## src/rtl/hvd_pkg.sv

```systemverilog
`timescale 1ns/1ps
package hvd_pkg;
   localparam int ROUTE_W = 3;

   // routing value: bit0 code_main, bit1 data_main, bit2 code_ram
   typedef struct packed {
      logic code_ram;
      logic data_main;
      logic code_main;
   } route_t;

   typedef enum logic [1:0] {
      TGT_NONE = 2'd0,
      TGT_MAIN = 2'd1,
      TGT_BOOT = 2'd2,
      TGT_RAM  = 2'd3
   } tgt_e;
endpackage

```

## src/rtl/hvd_regs.sv

```systemverilog
`timescale 1ns/1ps
module hvd_regs #(
   parameter int ADDR_W = 16,
   parameter int PAGE_W = 3,
   parameter int DATA_W = 8,
   parameter logic [ADDR_W-1:0] PAGE_REG_ADDR  = 16'h7FF0,
   parameter logic [ADDR_W-1:0] ROUTE_REG_ADDR = 16'h7FF1,
   parameter bit RAM_EXEC_EN = 1'b1
) (
   input  logic                clk,
   input  logic                rst_n,
   input  logic [ADDR_W-1:0]   addr,
   input  logic                fetch,
   input  logic                dwrite,
   input  logic [DATA_W-1:0]   wdata,
   output logic [PAGE_W-1:0]   page_q,
   output hvd_pkg::route_t     route_q
);
   logic wr_ok;
   logic hit_page;
   logic hit_route;

   assign wr_ok     = dwrite & ~fetch;
   assign hit_page  = wr_ok & (addr == PAGE_REG_ADDR);
   assign hit_route = wr_ok & (addr == ROUTE_REG_ADDR);

   always_ff @(posedge clk or negedge rst_n) begin
      if (!rst_n) begin
         page_q <= '0;
      end else if (hit_page) begin
         page_q <= wdata[PAGE_W-1:0];
      end
   end

   logic code_main_q;
   logic data_main_q;

   always_ff @(posedge clk or negedge rst_n) begin
      if (!rst_n) begin
         code_main_q <= 1'b0;
         data_main_q <= 1'b0;
      end else if (hit_route) begin
         code_main_q <= wdata[0];
         data_main_q <= wdata[1];
      end
   end

   generate
      if (RAM_EXEC_EN) begin : g_ram_exec
         logic code_ram_q;
         always_ff @(posedge clk or negedge rst_n) begin
            if (!rst_n) begin
               code_ram_q <= 1'b0;
            end else if (hit_route) begin
               code_ram_q <= wdata[2];
            end
         end
         assign route_q.code_ram = code_ram_q;
      end else begin : g_no_ram_exec
         assign route_q.code_ram = 1'b0;
      end
   endgenerate

   assign route_q.code_main = code_main_q;
   assign route_q.data_main = data_main_q;
endmodule

```

## src/rtl/hvd_code_dec.sv

```systemverilog
`timescale 1ns/1ps
module hvd_code_dec #(
   parameter int ADDR_W     = 16,
   parameter int PAGE_W     = 3,
   parameter int COMMON_SEG = 0,
   localparam int SEG_W     = ADDR_W - 1,
   localparam int MAIN_W    = PAGE_W + SEG_W
) (
   input  logic [ADDR_W-1:0]  addr,
   input  logic [PAGE_W-1:0]  page,
   input  hvd_pkg::route_t    route,
   output hvd_pkg::tgt_e      tgt,
   output logic [MAIN_W-1:0]  local_addr
);
   import hvd_pkg::*;
   localparam logic [PAGE_W-1:0] COMMON_P = PAGE_W'(COMMON_SEG);

   always_comb begin
      tgt        = TGT_NONE;
      local_addr = '0;
      if (!addr[ADDR_W-1]) begin
         if (route.code_main) begin
            tgt        = TGT_MAIN;
            local_addr = {COMMON_P, addr[SEG_W-1:0]};
         end else begin
            tgt        = TGT_BOOT;
            local_addr = {{PAGE_W{1'b0}}, addr[SEG_W-1:0]};
         end
      end else if (route.code_ram) begin
         tgt        = TGT_RAM;
         local_addr = {{PAGE_W{1'b0}}, addr[SEG_W-1:0]};
      end else begin
         tgt        = TGT_MAIN;
         local_addr = {page, addr[SEG_W-1:0]};
      end
   end
endmodule

```

## src/rtl/hvd_data_dec.sv

```systemverilog
`timescale 1ns/1ps
module hvd_data_dec #(
   parameter int ADDR_W = 16,
   parameter int PAGE_W = 3,
   parameter logic [ADDR_W-1:0] PAGE_REG_ADDR  = 16'h7FF0,
   parameter logic [ADDR_W-1:0] ROUTE_REG_ADDR = 16'h7FF1,
   localparam int SEG_W  = ADDR_W - 1,
   localparam int MAIN_W = PAGE_W + SEG_W
) (
   input  logic [ADDR_W-1:0]  addr,
   input  logic [PAGE_W-1:0]  page,
   input  hvd_pkg::route_t    route,
   output hvd_pkg::tgt_e      tgt,
   output logic [MAIN_W-1:0]  local_addr
);
   import hvd_pkg::*;
   logic reg_hit;

   assign reg_hit = (addr == PAGE_REG_ADDR) | (addr == ROUTE_REG_ADDR);

   always_comb begin
      tgt        = TGT_NONE;
      local_addr = '0;
      if (reg_hit) begin
         tgt = TGT_NONE;
      end else if (addr[ADDR_W-1] && route.data_main) begin
         tgt        = TGT_MAIN;
         local_addr = {page, addr[SEG_W-1:0]};
      end else begin
         tgt        = TGT_RAM;
         local_addr = {{PAGE_W{1'b0}}, addr[SEG_W-1:0]};
      end
   end
endmodule

```

## src/rtl/hvbus_decoder.sv

```systemverilog
`timescale 1ns/1ps
module hvbus_decoder #(
   parameter int ADDR_W     = 16,
   parameter int PAGE_W     = 3,
   parameter int DATA_W     = 8,
   parameter int COMMON_SEG = 0,
   parameter logic [ADDR_W-1:0] PAGE_REG_ADDR  = 16'h7FF0,
   parameter logic [ADDR_W-1:0] ROUTE_REG_ADDR = 16'h7FF1,
   parameter bit RAM_EXEC_EN = 1'b1,
   localparam int SEG_W  = ADDR_W - 1,
   localparam int MAIN_W = PAGE_W + SEG_W
) (
   input  logic              clk,
   input  logic              rst_n,
   input  logic [ADDR_W-1:0] bus_addr,
   input  logic              fetch,
   input  logic              dread,
   input  logic              dwrite,
   input  logic [DATA_W-1:0] wdata,
   output logic              main_cs,
   output logic [MAIN_W-1:0] main_addr,
   output logic              boot_cs,
   output logic [SEG_W-1:0]  boot_addr,
   output logic              ram_cs,
   output logic [SEG_W-1:0]  ram_addr,
   output logic              mem_we
);
   import hvd_pkg::*;

   generate
      if (ADDR_W < 2) begin : g_bad_addr
         $error("hvbus_decoder: ADDR_W too small");
      end
      if (PAGE_W < 1 || PAGE_W > DATA_W) begin : g_bad_page
         $error("hvbus_decoder: PAGE_W must be 1..DATA_W");
      end
      if (DATA_W < ROUTE_W) begin : g_bad_data
         $error("hvbus_decoder: DATA_W narrower than routing value");
      end
      if (COMMON_SEG < 0 || COMMON_SEG >= (1 << PAGE_W)) begin : g_bad_common
         $error("hvbus_decoder: COMMON_SEG out of page range");
      end
      if (PAGE_REG_ADDR[ADDR_W-1] || ROUTE_REG_ADDR[ADDR_W-1]) begin : g_bad_reg_hi
         $error("hvbus_decoder: register addresses must lie in the lower half");
      end
      if (PAGE_REG_ADDR == ROUTE_REG_ADDR) begin : g_bad_reg_eq
         $error("hvbus_decoder: register addresses must differ");
      end
   endgenerate

   logic [PAGE_W-1:0] page_q;
   route_t            route_q;

   hvd_regs #(
      .ADDR_W(ADDR_W), .PAGE_W(PAGE_W), .DATA_W(DATA_W),
      .PAGE_REG_ADDR(PAGE_REG_ADDR), .ROUTE_REG_ADDR(ROUTE_REG_ADDR),
      .RAM_EXEC_EN(RAM_EXEC_EN)
   ) u_regs (
      .clk(clk), .rst_n(rst_n), .addr(bus_addr), .fetch(fetch),
      .dwrite(dwrite), .wdata(wdata), .page_q(page_q), .route_q(route_q)
   );

   tgt_e              code_tgt, data_tgt, tgt;
   logic [MAIN_W-1:0] code_loc, data_loc, loc;

   hvd_code_dec #(
      .ADDR_W(ADDR_W), .PAGE_W(PAGE_W), .COMMON_SEG(COMMON_SEG)
   ) u_code (
      .addr(bus_addr), .page(page_q), .route(route_q),
      .tgt(code_tgt), .local_addr(code_loc)
   );

   hvd_data_dec #(
      .ADDR_W(ADDR_W), .PAGE_W(PAGE_W),
      .PAGE_REG_ADDR(PAGE_REG_ADDR), .ROUTE_REG_ADDR(ROUTE_REG_ADDR)
   ) u_data (
      .addr(bus_addr), .page(page_q), .route(route_q),
      .tgt(data_tgt), .local_addr(data_loc)
   );

   always_comb begin
      if (fetch) begin
         tgt = code_tgt;
         loc = code_loc;
      end else if (dread || dwrite) begin
         tgt = data_tgt;
         loc = data_loc;
      end else begin
         tgt = TGT_NONE;
         loc = '0;
      end
   end

   assign main_cs   = (tgt == TGT_MAIN);
   assign boot_cs   = (tgt == TGT_BOOT);
   assign ram_cs    = (tgt == TGT_RAM);
   assign main_addr = loc;
   assign boot_addr = loc[SEG_W-1:0];
   assign ram_addr  = loc[SEG_W-1:0];
   assign mem_we    = dwrite & ~fetch & (tgt != TGT_NONE);
endmodule

```

## config.mk

```make
export PLATFORM = sky130hd
export DESIGN_NAME = hvbus_decoder
export DESIGN_NICKNAME = d
export VERILOG_FILES = /design/src/rtl/hvd_pkg.sv /design/src/rtl/hvd_regs.sv /design/src/rtl/hvd_code_dec.sv /design/src/rtl/hvd_data_dec.sv /design/src/rtl/hvbus_decoder.sv
export SDC_FILE = /design/constraint.sdc
export NUM_CORES = 1
export LEC_CHECK = 0
export ABC_AREA = 0
export BUFFER_PORTS_ARGS = -buffer_cell sky130_fd_sc_hd__buf_2
export CAP_MARGIN = 20
export CORE_UTILIZATION = 30
export CTS_BUF_LIST = sky130_fd_sc_hd__clkbuf_4 sky130_fd_sc_hd__clkbuf_8 sky130_fd_sc_hd__clkbuf_16
export DETAILED_ROUTE_END_ITERATION = 6
export GPL_TIMING_DRIVEN = 1
export PLACE_DENSITY_LB_ADDON = 0.1
export RECOVER_POWER = 100
export REMOVE_ABC_BUFFERS = 1
export SETUP_SLACK_MARGIN = 0.3
export SLEW_MARGIN = 10
export SYNTH_ARGS = -nofsm -noshare
export SYNTH_HDL_FRONTEND = slang
export SYNTH_SLANG_ARGS = --single-unit
export TNS_END_PERCENT = 5
```

## constraint.sdc

```tcl
create_clock -name clk -period 3.35 [get_ports clk]
set_input_delay 0.335 -clock clk [delete_from_list [all_inputs] [get_ports clk]]
set_output_delay 0.335 -clock clk [all_outputs]
set_load 0.05 [all_outputs]
```

==> results of run 1 <==
## power groups by stage
stage               clock network [uW]  logic (uW)  registers, uW
floorplan                            0         159           73.8
global placement                     0         217           73.8
detailed placement                   0         218           73.8
CTS                               70.4         219           72.7
global route                      74.3         216           72.6
finish                            67.4         207           72.7
## synthesized netlist by cell type, drive strengths merged
cell     instances  area [um^2]
a31o             1         8.76
nor3b            2         15.0
nand4b           1         23.8
nand4            1         12.5
clkbuf           1         3.75
mux2             6         78.8
nor3             1         10.0
a2111oi          1         8.76
nor2b           15         93.8
inv              2         7.51
a21oi            1         5.00
a32oi            1         8.76
dfrtp            6          150
and4b            2         20.0
nor2             7         26.3
buf             32          241
nand2b           1         6.26
mux2i            1         10.0
nand2            4         15.0
and4             2         20.0
## sequential cells by signal, summed over array words and instances, names as in the netlist
signal,cells
u_regs.code_main_q,1
u_regs.data_main_q,1
u_regs.g_ram_exec.code_ram_q,1
u_regs.page_q,3
## final timing paths
path,start,endpoint,slack [ns],cells after the start
worst max register to register,u_regs.code_main_q$_DFFE_PN0P_,u_regs.code_main_q$_DFFE_PN0P_,2.56,1
min in group asynchronous,rst_n,u_regs.page_q[1]$_DFFE_PN0P_,0.49,2
worst max-delay path,bus_addr[15],boot_addr[5],0.87,6
max in group asynchronous,rst_n,u_regs.code_main_q$_DFFE_PN0P_,2.61,2
worst min register to register,u_regs.page_q[2]$_DFFE_PN0P_,u_regs.page_q[2]$_DFFE_PN0P_,0.51,1
worst min-delay path,wdata[0],u_regs.code_main_q$_DFFE_PN0P_,0.32,2
## through the flow
stage	total power, uW	instance area (um^2)	worst slack (ns)	hold slack (ns)
after CTS	362	963	0.893	0.331
after floorplan	233	520	0.135	0.0394
after detailed placement	292	931	0.903	0.166
after global placement	291	931	0.948	0.167
final	347	870	0.866	0.318
after global routing	363	870	0.653	0.324
## metal layers
layer | global-route usage, % | up-vias
met5 | 0 | -
met4 | 6.58 | 0
met3 | 2.03 | 2
met2 | 25.9 | 30
met1 | 14.2 | 335
li1 | - | 358
## kinds of logic (layout without fill, tap and decap cells)
group | after synthesis | count (layout) | synth area share, %
buffers and inverters | 35 | 81 | 33.0
and+or+nand+nor | 36 | 36 | 31.7
DFF | 6 | 6 | 19.6
muxes | 7 | 7 | 11.6
AOI/OAI and AO/OA | 4 | 4 | 4.08
## critical path, delay by kind of cell
| family | cells | cell delay (ns) |
|---|---|---|
| and+or+nand+nor | 3 | 0.60 |
| buffers and inverters | 2 | 0.51 |
| AOI/OAI and AO/OA | 1 | 0.70 |
## area by class of cell
type | count | area (um^2)
fillers | 290 | 1450
multi-input cells | 47 | 337
flip-flops and latches | 6 | 150
repair buffers | 76 | 318
clock buffers | 3 | 22.5
well taps | 28 | 35.0
inverters | 2 | 7.51
## what timing repair did
action,in CTS,in global routing
resized for setup,0,0
hold endpoints to repair,6,0
hold buffers,1,0
setup endpoints to repair,0,0
==> reports/qor.csv, run 1 <==
stage,metric,value,unit
outcome,status,"finished, final reports clean",
global_routing,antenna_found_initial,0,
global_routing,grt_pass1_vias,647,
critical_path,cp_slowest_cell,a21oi_1,
cts,clock_sinks,6,
logic_synthesis,synth_area_per_cell,8.70,um^2
timing,grt_setup_unrepaired,no,
drt,vias_per_cell,4.48,
critical_path,worstSetupStartpointType,input port,
critical_path,crit_required,3.01,ns
power,p_per_area,399,nW/um^2
cells_and_area,final_nets,165,
cts,cts-htree-levels,1,
drt,routed.top_layer,met4,
power,leakage,0.000398,uW
floorplanning,die_h,52.5,um
cts,path_clk_slew,0.04,ns
cts,cts_root_buffer,clkbuf_4,
floorplanning,die_area,2760,um^2
drt,postRouteAntennaNets,0,
timing,worst_slew_pin_slew,0.876,ns
drt,route.detailed.drc,0,
power,seq_power_share,21.0,%
critical_path,path_max_fanout,12,
timing,fmax,403,MHz
cts,worstSkewPairLatency,0.24,ns
logic_synthesis,syn-cell-area,766,um^2
timing,hold_violations,0,
cells_and_area,final_cell_mix,"clkbuf_1 (54), buf_2 (21), nor2b_1 (15), nor2_1 (7), dfrtp_1 (6)",
placement,place.gp.congestion,0.689,
cells_and_area,area_growth,13.6,%
placement,dp.cells,158,
drt,first_pass_iters,4,
timing,slew_viol_final,0,
timing,tns,0,ns
floorplanning,start_util,33.0,%
drt,routed_wl,1890,um
timing,fin_crit_sh,74.1,%
timing,slew_headroom,41.6,%
global_routing,grt_max_degree,13,
drt,route.met2.wl,960,um
cts,cts_buffers,3,
timing,setup_violations,0,
logic_synthesis,ys_types,24,
hold_path,hp-class,input port to register,
power,combPwrFrac,59.6,%
cts,post-cts-setup-buffers,0,
logic_synthesis,synth.ff_latch_count,6,
cells_and_area,layout_commonest_cell,clkbuf_1,
critical_path,crit_type,input port to primary output,
power,p_int,147,uW
drt,drt_iter0_markers,7,
cells_and_area,final_core_util,37.5,%
timing,layout_min_cycle_time,2.48,ns
logic_synthesis,yosys_warnings,0,
run,maxCapViolCount,0,
power,net-switching-power,200,uW
floorplanning,core-area,2320,um^2
cells_and_area,stdcell_count,162,
cells_and_area,drive_above_1_share,22.4,%
global_routing,grt-ovfl-total,0,
critical_path,slowest_delay,0.70,ns
logic_synthesis,ys_seq_area_share,19.6,%
global_routing,track_usage,13.6,%
critical_path,cp_data_arrival_time,2.15,ns
drt,post_drt_wl_per_cell,11.7,um
global_routing,grt_pass1_wl,2770,um
floorplanning,die_w,52.5,um
drt,wl_met3,113,um
cells_and_area,insertedDiodeCount,0,
floorplanning,boundaryPins,81,
placement,portBuffers,75,
cts,clk_path_buf_depth,2,
drt,wl_met1,803,um
drt,via_count,725,
power,swShare,57.7,%
placement,dp_hpwl,1540,um
power,ir_worst_vdd,218,uV
critical_path,cp_cell_sequence,buf_2 > and4b_1 > nand4_2 > a21oi_1 > nor2b_1 > clkbuf_1,
power,power_frac_clock,19.4,%
floorplanning,row_count,17,
cts,cts_tree,yes,
timing,finalClockSkew,0,ns
critical_path,crit_path_end_kind,primary output,
logic_synthesis,synth_cells,88,
Note: power is estimated with default switching activity, not from simulation.
==> inputs of run 2 (changes only) <==
- clock period: 3.35 -> 2.2 ns (I/O delays scaled with it)
==> reports/qor.csv, run 2 (synthesis results as in run 1) <==
stage,metric,value,unit
power,leakage,0.000502,uW
cells_and_area,seqCellArea,150,um^2
global_routing,track_usage,13.8,%
placement,place_ws,0.285,ns
floorplanning,die_h,52.5,um
cells_and_area,final_core_util,39.7,%
timing,fin_crit_sh,85.7,%
critical_path,cp_slowest_cell,a32oi_1,
critical_path,cp_data_arrival_time,1.67,ns
critical_path,crit_required,1.98,ns
placement,portBuffers,75,
critical_path,cp_cell_sequence,buf_2 > and4b_1 > nand4_1 > a32oi_1 > nor2_1 > clkbuf_1,
cells_and_area,nFillCells,263,
cells_and_area,final_cell_mix,"clkbuf_2 (31), buf_2 (25), clkbuf_1 (19), nor2b_1 (15), nor2_1 (7)",
cts,clock_sinks,6,
critical_path,slowest_delay,0.46,ns
hold_path,hp-class,input port to register,
outcome,status,"finished, final reports clean",
cts,cts_tree,yes,
timing,fmax,530,MHz
critical_path,worstReg2RegStart,u_regs.code_main_q$_DFFE_PN0P_,
critical_path,worstSetupStartpointType,input port,
hold_path,min_to,u_regs.code_main_q$_DFFE_PN0P_,
critical_path,r2r_slack,1.41,ns
cells_and_area,largest_reg_flops,3,
cells_and_area,multi_input_area,337,um^2
global_routing,grt_max_degree,11,
drt,via_count,712,
critical_path,crit_family,simple AND/OR/NAND/NOR gates,
placement,place.gp.congestion,0.684,
cts,clk_path_buf_depth,2,
cts,worstSkewPairLatency,0.24,ns
floorplanning,die_area,2760,um^2
power,p_per_area,583,nW/um^2
timing,setup_ws,0.315,ns
power,power,537,uW
hold_path,holdPathStages,2,
drt,post_drt_wl_per_cell,11.3,um
cts,cts_buffers,3,
cells_and_area,final_nets,166,
drt,route.detailed.drc,0,
timing,setup_violations,0,
critical_path,crit_type,input port to primary output,
cells_and_area,insertedDiodeCount,0,
cells_and_area,layout_commonest_cell,clkbuf_2,
timing,grt_setup_unrepaired,yes,
timing,slew_viol_final,0,
drt,first_pass_iters,4,
global_routing,grt-ovfl-total,0,
critical_path,rr_worst_depth,1,
floorplanning,start_util,33.0,%
drt,postRouteAntennaNets,0,
drt,vias_per_cell,4.37,
cells_and_area,area_growth,20.3,%
timing,worst_slew_pin_slew,0.600,ns
floorplanning,row_count,17,
timing,tns,0,ns
cts,path_clk_slew,0.04,ns
power,ir_worst_vdd,350,uV
cts,cts_root_buffer,clkbuf_4,
floorplanning,die_w,52.5,um
drt,drt_iter0_markers,10,
hold_path,hold_start,wdata[0],
floorplanning,boundaryPins,81,
critical_path,r2r-end,u_regs.code_main_q$_DFFE_PN0P_,
timing,holdWs,0.204,ns
global_routing,grt_pass1_vias,626,
run,maxCapViolCount,0,
timing,hold_violations,0,
global_routing,grt_pass1_wl,2750,um
critical_path,crit_buf_inv,2,
placement,dp_hpwl,1510,um
cells_and_area,top_register,u_regs.page_q,
timing,layout_min_cycle_time,1.89,ns
timing,finalClockSkew,0,ns
cts,cts-htree-levels,1,
drt,routed_wl,1840,um
global_routing,antenna_found_initial,0,
cells_and_area,drive_above_1_share,49.6,%
critical_path,crit_path_end_kind,primary output,
timing,slew_headroom,60.2,%
floorplanning,core-area,2320,um^2
critical_path,path_max_fanout,8,
==> run 2: layout make-up <==
type	instances	area share, %
timing repair buffer	77	40.1
sequential	6	16.3
multi-input combinational	47	36.5
tap	28	3.80
clock buffer	3	2.45
inverter	2	0.815
==> run 2: repair_timing <==
item / in CTS / in global routing
hold buffers: 1 / 0
endpoints found under the setup margin: 1 / 31
pin swaps: 0 / 0
endpoints found under the hold margin: 6 / 0
gates resized for setup: 1 / 3
setup buffers: 0 / 0
==> run 2: stage by stage <==
| step | cells | area (um^2) |
|---|---|---|
| floorplan | 55 | 520 |
| global placement | 159 | 938 |
| detailed placement | 159 | 938 |
| CTS | 163 | 978 |
| global route | 163 | 921 |
| finish | 163 | 921 |
==> run 2: how the worst max path moves through the flow <==
stage / startpoint / endpoint / slack [ns] / cells past startpoint
5_1_grt: bus_addr[15] / main_addr[17] / 0.23 / 6
3_5_place_dp: bus_addr[1] / main_cs / 0.29 / 6
6_report: bus_addr[15] / main_addr[15] / 0.31 / 6
3_3_place_gp: bus_addr[1] / main_cs / 0.34 / 6
4_1_cts: bus_addr[1] / boot_addr[12] / 0.29 / 7
2_1_floorplan: bus_addr[11] / boot_addr[0] / -0.78 / 4
==> run 2: routing by layer <==
metal | up-vias | wire length (um) | part of all wire, % | global-route usage (%)
li1 | 355 | - | - | -
met5 | - | 0 | 0 | 0
met4 | 0 | 11 | 0.60 | 7.89
met3 | 2 | 121 | 6.6 | 1.74
met1 | 325 | 744 | 41 | 16.3
met2 | 30 | 958 | 52 | 23.8
==> run 2: where the power goes <==
part | internal, uW | total (uW) | switching, uW
registers | 111 | 111 | 0.0129
clock network | 61.7 | 101 | 39.1
logic | 62.5 | 325 | 263
==> inputs of run 3 (changes only) <==
- CORE_ASPECT_RATIO: default -> 0.9
- clock period: 2.2 -> 1.7 ns (I/O delays scaled with it)
==> reports/qor.csv, run 3 (synthesis results as in run 1) <==
stage,metric,value,unit
global_routing,grt_use_met1,19.9,%
floorplanning,die_h,49.9,um
global_routing,met3_usage,2.10,%
cells_and_area,insertedDiodeCount,0,
placement,place_ws,-0.00251,ns
timing,fmax,643,MHz
timing,slew_viol_final,0,
timing,finalClockSkew,0,ns
global_routing,track_usage,17.0,%
cells_and_area,top_register,u_regs.page_q,
global_routing,grt_pass1_wl,3680,um
critical_path,worstSetupStartpointType,input port,
cts,worstSkewPairLatency,0.24,ns
power,power_frac_clock,15.1,%
drt,via_count,772,
global_routing,grt_use_met2,32.7,%
timing,setup_ws,0.144,ns
drt,routed_wl,2430,um
power,net-switching-power,421,uW
cells_and_area,drive_above_1_share,77.3,%
cells_and_area,final_nets,172,
global_routing,grt_max_degree,11,
timing,grt_setup_unrepaired,yes,
power,p_per_area,587,nW/um^2
timing,worst_slew_pin_slew,0.591,ns
global_routing,grt.busiest_layer,met2,
timing,holdWs,0.181,ns
timing,hold_violations,0,
floorplanning,core-area,2280,um^2
cts,clk_path_buf_depth,2,
power,seq_power_share,17.3,%
run,maxCapViolCount,0,
cells_and_area,final_core_util,62.0,%
critical_path,crit_type,input port to primary output,
global_routing,grt_pass1_vias,758,
global_routing,grt-ovfl-total,0,
cts,cts-htree-levels,1,
drt,route.detailed.drc,0,
critical_path,crit_required,1.53,ns
placement,dp_hpwl,1570,um
hold_path,hp-class,input port to register,
drt,postRouteAntennaNets,0,
drt,vias_per_cell,4.60,
cells_and_area,area_growth,84.6,%
timing,setup_violations,0,
critical_path,path_max_fanout,2,
power,p_int,410,uW
cts,cts_buffers,3,
cts,path_clk_slew,0.04,ns
outcome,status,"finished, final reports clean",
power,swShare,50.6,%
power,combPwrFrac,67.6,%
drt,post_drt_wl_per_cell,14.4,um
cells_and_area,final_cell_mix,"buf_6 (41), buf_2 (19), clkbuf_2 (10)",
placement,place.gp.congestion,0.723,
floorplanning,row_count,16,
drt,first_pass_iters,4,
timing,layout_min_cycle_time,1.56,ns
floorplanning,start_util,33.6,%
floorplanning,die_w,55.3,um
power,leakage,0.000741,uW
cells_and_area,largest_reg_flops,3,
critical_path,crit_path_end_kind,primary output,
placement,portBuffers,75,
power,ir_worst_vdd,470,uV
timing,fin_crit_sh,91.5,%
cts,clock_sinks,6,
drt,drt_iter0_markers,5,
cts,cts_tree,yes,
cells_and_area,layout_commonest_cell,buf_6,
global_routing,antenna_found_initial,0,
floorplanning,boundaryPins,81,
floorplanning,die_area,2760,um^2
timing,slew_headroom,60.8,%
power,power,831,uW
critical_path,cp_data_arrival_time,1.39,ns
cts,cts_root_buffer,clkbuf_4,
## run 3: repair_timing
action | CTS | global route
resized for setup | 118 | 6
pin swaps | 5 | 2
endpoints found under the setup margin | 45 | 52
endpoints found under the hold margin | 6 | 0
cloned | 1 | 0
setup buffers | 0 | 1
hold buffers | 1 | 0
## run 3: path summary, 6_finish.rpt
check | from | endpoint | slack [ns] | depth (start not counted)
worst max-delay path | bus_addr[1] | ram_cs | 0.14 | 7
worst min-delay path | wdata[0] | u_regs.code_main_q$_DFFE_PN0P_ | 0.18 | 2
worst max register to register | u_regs.data_main_q$_DFFE_PN0P_ | u_regs.data_main_q$_DFFE_PN0P_ | 0.89 | 1
worst min register to register | u_regs.page_q[2]$_DFFE_PN0P_ | u_regs.page_q[2]$_DFFE_PN0P_ | 0.51 | 1
max in group asynchronous | rst_n | u_regs.code_main_q$_DFFE_PN0P_ | 1.10 | 2
min in group asynchronous | rst_n | u_regs.data_main_q$_DFFE_PN0P_ | 0.35 | 2
## run 3: area by class of cell
cell class / instances / area [um^2]
repair buffers: 83 / 726
inverters: 2 / 7.51
clock buffers: 3 / 22.5
well taps: 27 / 33.8
flip-flops and latches: 6 / 150
fillers: 214 / 868
multi-input cells: 47 / 474
## run 3: power groups by stage
| stage | Clock, uW | Sequential, uW | Combinational [uW] |
|---|---|---|---|
| 2_1_floorplan | 0 | 146 | 314 |
| 3_3_place_gp | 0 | 145 | 434 |
| 3_5_place_dp | 0 | 145 | 434 |
| 4_1_cts | 132 | 143 | 555 |
| 5_1_grt | 142 | 143 | 578 |
| 6_report | 126 | 143 | 562 |
## run 3: per-stage QoR
step	std cells	instance area, um^2	TNS, ns
2_1_floorplan	55	520	-49.60
5_1_grt	168	1410	0
4_1_cts	167	1410	0
3_3_place_gp	162	967	0
3_5_place_dp	162	967	-0.00251
6_report	168	1410	0
## run 3: critical path, cell delays in order
cell       delay [ns]
clkbuf_1         0.11
nor3b_4          0.23
buf_6            0.13
and4_1           0.27
a2111oi_4        0.05
a31o_2           0.22
clkbuf_4         0.21
## run 3: routing by layer
layer | vias up | share of wire, % | wire length (um)
met4 | 0 | 0.33 | 8
met3 | 2 | 4.0 | 97
met5 | - | 0 | 0
met1 | 370 | 37 | 909
met2 | 30 | 58 | 1410
li1 | 370 | - | -
